[config.mk]
export PLATFORM = sky130hd
export DESIGN_NAME = pwr_prot_seq
export DESIGN_NICKNAME = d
export VERILOG_FILES = /design/src/rtl/psup_pkg.sv /design/src/rtl/psup_ovl_timer.sv /design/src/rtl/psup_ovp_filter.sv /design/src/rtl/psup_softstart.sv /design/src/rtl/pwr_prot_seq.sv
export SDC_FILE = /design/constraint.sdc
export NUM_CORES = 1
export LEC_CHECK = 0
export BUFFER_PORTS_ARGS = -buffer_cell sky130_fd_sc_hd__buf_2
export CAP_MARGIN = 20
export CORE_MARGIN = 2
export CORE_UTILIZATION = 56
export CTS_CLUSTER_SIZE = 12
export DETAILED_ROUTE_END_ITERATION = 8
export PLACE_DENSITY = 0.78
export SETUP_SLACK_MARGIN = 0.1
export SLEW_MARGIN = 15
export SYNTH_ARGS = -nofsm -noshare
export SYNTH_HDL_FRONTEND = slang
export SYNTH_SLANG_ARGS = --single-unit
export TNS_END_PERCENT = 20
[constraint.sdc]
create_clock -name clk -period 2.1 [get_ports clk]
set_input_delay 0.63 -clock clk [delete_from_list [all_inputs] [get_ports clk]]
set_output_delay 0.63 -clock clk [all_outputs]
set_load 0.005 [all_outputs]
[src/rtl/psup_pkg.sv]
package psup_pkg;

    typedef enum logic [2:0] {
        ST_WAIT_ON    = 3'd0,
        ST_SOFT       = 3'd1,
        ST_RUN        = 3'd2,
        ST_THERM      = 3'd3,
        ST_HIC_DRAIN1 = 3'd4,
        ST_HIC_SKIP   = 3'd5,
        ST_HIC_DRAIN2 = 3'd6,
        ST_LATCH      = 3'd7
    } psup_state_e;

endpackage

[src/rtl/psup_ovl_timer.sv]
// Overload qualification: counts millisecond ticks while a current-limit
// hit is present in the running switching cycle; a clean cycle clears it.
module psup_ovl_timer #(
    parameter int LIMIT = 50
) (
    input  logic clk,
    input  logic rst_n,
    input  logic en,
    input  logic ms_tick,
    input  logic cycle_end,
    input  logic ilim_hit,
    output logic trip
);
    localparam int OW = $clog2(LIMIT + 1);
    localparam logic [OW-1:0] LIM = OW'(LIMIT);

    logic [OW-1:0] cnt_q;
    logic          hit_q;
    logic          flag;

    assign flag = hit_q | ilim_hit;

    always_ff @(posedge clk or negedge rst_n) begin
        if (!rst_n) begin
            cnt_q <= '0;
            hit_q <= 1'b0;
        end else if (!en) begin
            cnt_q <= '0;
            hit_q <= 1'b0;
        end else begin
            if (cycle_end)
                hit_q <= ilim_hit;
            else if (ilim_hit)
                hit_q <= 1'b1;

            if (cycle_end && !flag)
                cnt_q <= '0;
            else if (ms_tick && flag && cnt_q != LIM)
                cnt_q <= cnt_q + 1'b1;
        end
    end

    assign trip = (cnt_q == LIM);

endmodule

[src/rtl/psup_ovp_filter.sv]
// Over-voltage qualification over consecutive tick samples.
module psup_ovp_filter #(
    parameter int TICKS = 4
) (
    input  logic clk,
    input  logic rst_n,
    input  logic ms_tick,
    input  logic ovp_raw,
    output logic qualified
);
    generate
        if (TICKS <= 1) begin : g_single
            logic seen_q;
            always_ff @(posedge clk or negedge rst_n) begin
                if (!rst_n)
                    seen_q <= 1'b0;
                else if (ms_tick)
                    seen_q <= ovp_raw;
            end
            assign qualified = seen_q;
        end else begin : g_count
            localparam int PW = $clog2(TICKS + 1);
            localparam logic [PW-1:0] FULL = PW'(TICKS);
            logic [PW-1:0] run_q;
            always_ff @(posedge clk or negedge rst_n) begin
                if (!rst_n)
                    run_q <= '0;
                else if (ms_tick) begin
                    if (!ovp_raw)
                        run_q <= '0;
                    else if (run_q != FULL)
                        run_q <= run_q + 1'b1;
                end
            end
            assign qualified = (run_q == FULL);
        end
    endgenerate

endmodule

[src/rtl/psup_softstart.sv]
// Soft-start step counter: cleared while idle, advances per tick while the
// ramp runs, holds full scale afterwards.
module psup_softstart #(
    parameter int SS_MS = 4,
    parameter int SSW   = $clog2(SS_MS + 1)
) (
    input  logic           clk,
    input  logic           rst_n,
    input  logic           clear,
    input  logic           advance,
    input  logic           ms_tick,
    output logic [SSW-1:0] step,
    output logic           done
);
    localparam logic [SSW-1:0] FULL = SSW'(SS_MS);

    logic [SSW-1:0] step_q;

    always_ff @(posedge clk or negedge rst_n) begin
        if (!rst_n)
            step_q <= '0;
        else if (clear)
            step_q <= '0;
        else if (advance && ms_tick && step_q != FULL)
            step_q <= step_q + 1'b1;
    end

    assign step = step_q;
    assign done = (step_q == FULL);

endmodule

[src/rtl/pwr_prot_seq.sv]
module pwr_prot_seq
    import psup_pkg::*;
#(
    parameter int SS_MS     = 4,
    parameter int OVL_MS    = 50,
    parameter int OVP_TICKS = 4,
    parameter int SSW       = $clog2(SS_MS + 1)
) (
    input  logic           clk,
    input  logic           rst_n,
    input  logic           ms_tick,
    input  logic           cycle_end,
    input  logic           vcc_start,
    input  logic           vcc_stop,
    input  logic           vcc_ovp,
    input  logic           ilim_hit,
    input  logic           over_temp,
    input  logic           latch_opt,
    output logic           drive_en,
    output logic           ss_active,
    output logic [SSW-1:0] ss_step,
    output logic           latched_o
);
    psup_state_e state_q, state_d;

    logic driving;
    logic ovl_trip;
    logic ovp_q;
    logic ss_done;

    assign driving = (state_q == ST_SOFT) || (state_q == ST_RUN);

    psup_ovl_timer #(.LIMIT(OVL_MS)) u_ovl (
        .clk       (clk),
        .rst_n     (rst_n),
        .en        (driving),
        .ms_tick   (ms_tick),
        .cycle_end (cycle_end),
        .ilim_hit  (ilim_hit),
        .trip      (ovl_trip)
    );

    psup_ovp_filter #(.TICKS(OVP_TICKS)) u_ovp (
        .clk       (clk),
        .rst_n     (rst_n),
        .ms_tick   (ms_tick),
        .ovp_raw   (vcc_ovp),
        .qualified (ovp_q)
    );

    psup_softstart #(.SS_MS(SS_MS), .SSW(SSW)) u_ss (
        .clk     (clk),
        .rst_n   (rst_n),
        .clear   (!driving),
        .advance (state_q == ST_SOFT),
        .ms_tick (ms_tick),
        .step    (ss_step),
        .done    (ss_done)
    );

    // Next-state decision
    always_comb begin
        state_d = state_q;
        if (ovp_q && state_q != ST_LATCH) begin
            state_d = ST_LATCH;
        end else begin
            unique case (state_q)
                ST_WAIT_ON: begin
                    if (vcc_start && !vcc_stop)
                        state_d = ST_SOFT;
                end
                ST_SOFT, ST_RUN: begin
                    if (vcc_stop)
                        state_d = ST_WAIT_ON;
                    else if (ovl_trip)
                        state_d = latch_opt ? ST_LATCH : ST_HIC_DRAIN1;
                    else if (over_temp)
                        state_d = ST_THERM;
                    else if (state_q == ST_SOFT && ss_done)
                        state_d = ST_RUN;
                end
                ST_THERM: begin
                    if (vcc_stop)
                        state_d = ST_WAIT_ON;
                    else if (!over_temp)
                        state_d = ST_SOFT;
                end
                ST_HIC_DRAIN1: begin
                    if (vcc_stop)
                        state_d = ST_HIC_SKIP;
                end
                ST_HIC_SKIP: begin
                    if (vcc_start && !vcc_stop)
                        state_d = ST_HIC_DRAIN2;
                end
                ST_HIC_DRAIN2: begin
                    if (vcc_stop)
                        state_d = ST_WAIT_ON;
                end
                ST_LATCH: begin
                    state_d = ST_LATCH;
                end
                default: state_d = ST_WAIT_ON;
            endcase
        end
    end

    // State register
    always_ff @(posedge clk or negedge rst_n) begin
        if (!rst_n)
            state_q <= ST_WAIT_ON;
        else
            state_q <= state_d;
    end

    // Outputs
    always_comb begin
        drive_en  = 1'b0;
        ss_active = 1'b0;
        latched_o = 1'b0;
        unique case (state_q)
            ST_SOFT: begin
                drive_en  = 1'b1;
                ss_active = 1'b1;
            end
            ST_RUN:   drive_en  = 1'b1;
            ST_LATCH: latched_o = 1'b1;
            ST_WAIT_ON, ST_THERM, ST_HIC_DRAIN1,
            ST_HIC_SKIP, ST_HIC_DRAIN2: begin
                drive_en = 1'b0;
            end
            default: drive_en = 1'b0;
        endcase
    end

endmodule

==> impl_results.md <==
* Status: finished, final reports clean
* Post-synthesis xor/xnor area fraction at 0.0547
* Post-route minimum period at 1.93 ns
* Biggest area consumer among synthesized cells: dfrtp_1
* WL per Instance at 12.6 microns
* Most frequently used flop master after synthesis: dfrtp_1
* CP delay by family, top: flip-flops
* Synth Register Bits at 16
* CTS tree: built
* Final Max Slew Viols at 0
* Worst R2R End: state_q[1]
* Clock transition at path regs at 0.09 ns
* Detailed-route via count at 964
* Pin count of the biggest net entering global routing at 17
* Placed Instances at 160
* HP Class: in2async
* Synth Area in Adders at 0.0670
* Post-synthesis simple-gate area fraction at 0.232
* Syn_nets at 138
* DRT Wirelength at 2.15 mm
* Largest stage delay on the critical path at 0.46 ns
* WS Path Type: reg2out
* Antenna diodes at 0
* Routability cong. at 0.880
* Final Non-Filler Cells at 171
* Finish-stage setup viols at 0
* Chip height at 48.7 microns
* Critical path cell sequence: buf_4, nor3b_2, buf_2
* Worst VDD drop at 0.649 mV
* H-tree levels at 1
* Share of the synthesized area in the top cell type at 0.358
* First-pass GRT wire length at 3.86 mm
* Initial core utilization at 0.583
* Grt total ovfl at 0
* Fmax at 519 MHz
* Yosys warns at 0
* Compound-Gate Fraction of Synth Area at 0.185
* Placeable core area at 0.00192 sq mm
* Pin slew with the least headroom to its limit at 0.426 ns
* DP HPWL at 1.61 mm
* DRC viols at 0
* Crit-path slowest cell: dfrtp_2
* Avg Cell Area, Syn at 9.18 sq um
* Reg2reg start: u_ovl.cnt_q[0]
* Worst EP arrival at 1.30 ns
* Fin nets at 162
* Slew HR at 0.708
* Root Driver: clkbuf_4
* Standby leakage power at 0.633 nW
* Worst Setup End Kind: primary output
* Fillers at 166
* Post-synthesis mux area share at 0.0279
* ANT nets after route at 0
* Cell count after synthesis at 122
* Sequential share of the synthesized area at 0.358
* Mapped cell area at 0.00112 sq mm
* Share of layout cells above drive strength 1 at 0.257
* DRT Pass-1 Iters at 4
* CTS Buf Count at 3
* FFs w/ async S/R, synth at 1.00
* Clock Latency Late Sink at 0.29 ns
* Power density over cell area at 1050 mW/mm^2
* Cell variety after synth at 40
* Area delta synth->final at 14.5%
* Ports at 16
* CTS max path bufs at 2
* Die Wd at 48.7 microns
* Top cells by instance count after synthesis: 16 x dfrtp_1, 13 x nor2_1, 12 x inv_1
* Port buffer count at 15
* DR vias/cell at 5.64
* Startpoint Class: flop
* Clock sinks at 16
* Initial antenna violation count at 0
* DR iter-0 viols at 17
* Hold Fails Final Rpt at 0
* # rows at 16
* Reg2Reg Depth at 7
* Top post-synthesis cells by area: dfrtp_1 36%, ha_1 6.7%, nor2_1 4.4%, inv_1 4.0%, xor2_1 3.9%
* Critical path required time at 1.47 ns
* Hold-fix buffers, CTS at 0
* Post-synth EDFFs at 0
* CP Max Fanout at 8
* Crit share post-route at 0.918
* Setup slack, reg-to-reg at 0.34 ns
* Max-Cap Viols at 0
* RSZ-0062 raised after global routing: no
* Clock skew at 0.00172 ns
* Post-Route Setup TNS at 0 ns
* GRT Overall Usage at 0.207
* Top-count cell post-synth: dfrtp_1
* Largest family of logic cells by synthesized area: simple AND/OR/NAND/NOR gates
* Worst path bufs/invs at 2
* Number of global-route vias before repair at 902
* Die ar. at 0.00237 sq mm
per-stage QoR:
stage	utilization	setup WS [ns]	total power, mW	hold WS [ns]	cell area, sq um
after floorplan	-	0.503	0.939	0.334	1120
after global placement	0.623	0.389	1.03	0.525	1200
after detailed placement	0.623	0.345	1.05	0.525	1200
after CTS	0.644	0.111	1.25	0.240	1240
after global routing	0.667	0.0915	1.46	0.250	1280
final	0.667	0.173	1.34	0.239	1280
worst max path at each step:
stage	start	to	slack, ns	cells past startpoint
after floorplan	state_q[0]	drive_en	0.50	4
after global placement	state_q[0]	drive_en	0.39	4
after detailed placement	state_q[0]	drive_en	0.34	4
after CTS	state_q[1]	drive_en	0.11	4
after global routing	state_q[1]	drive_en	0.09	4
final	state_q[1]	ss_active	0.17	3
placed cells by master, fill, tap and decap left out, types with 2 or more instances in the layout:
master / synthesis / routed
a211oi_1: 3 / 3
a21o_1: 2 / 2
a21oi_1: 7 / 7
a22o_1: 3 / 3
and3_1: 3 / 3
and4_1: 2 / 2
buf_2: 1 / 15
buf_4: 3 / 9
clkbuf_4: 0 / 3
dfrtp_1: 16 / 14
dfrtp_2: 0 / 2
ha_1: 6 / 6
inv_1: 12 / 12
mux2i_1: 2 / 2
nand2_1: 5 / 5
nand2b_1: 3 / 3
nand3_1: 3 / 3
nand4_1: 4 / 4
nor2_1: 13 / 13
nor2b_1: 2 / 2
nor3_1: 2 / 2
o21ai_0: 4 / 4
or2_2: 2 / 2
xnor2_1: 2 / 2
xor2_1: 5 / 5
state kept, by name, summed over array words and instances, names as in the netlist:
name and cells:
u_ovl.cnt_q 6, u_ovl.hit_q 1, state_q 3, u_ovp.g_count.run_q 3, u_ss.step 3
metal layers:
metal	vias up	track usage	share of wire
li1	471	-	-
met1	460	0.264	0.48
met2	24	0.342	0.45
met3	9	0.0309	0.043
met4	0	0.100	0.032
met5	-	0	0
logic make-up after synthesis:
group           Yosys count
simple gates             46
fa+ha+maj                 6
mux                       3
flops                    16
buf+inv                  17
xor+xnor                  7
compound gates           27
power breakdown:
group	total (mW)	internal, mW	switching, mW	leakage [nW]
combinational	0.703	0.365	0.338	0.408
clock	0.161	0.0667	0.0945	0.0138
sequential	0.476	0.376	0.0995	0.211
total	1.34	0.809	0.532	0.633
timing repair:
item | CTS | global route
setup endpoints to repair | 1 | 1
pin swaps | 0 | 1
resized for setup | 2 | 0
buffers inserted | 2 | 6
endpoints found under the hold margin | 0 | 0
layout make-up:
type	instances	area (sq um)	share of cell area
tap	27	33.8	0.0263
multi-input combinational	89	636	0.496
inverter	12	45.0	0.0351
clock buffer	3	22.5	0.0176
timing repair buffer	24	143	0.111
sequential	16	403	0.314
Note: power is estimated with default switching activity, not from simulation.
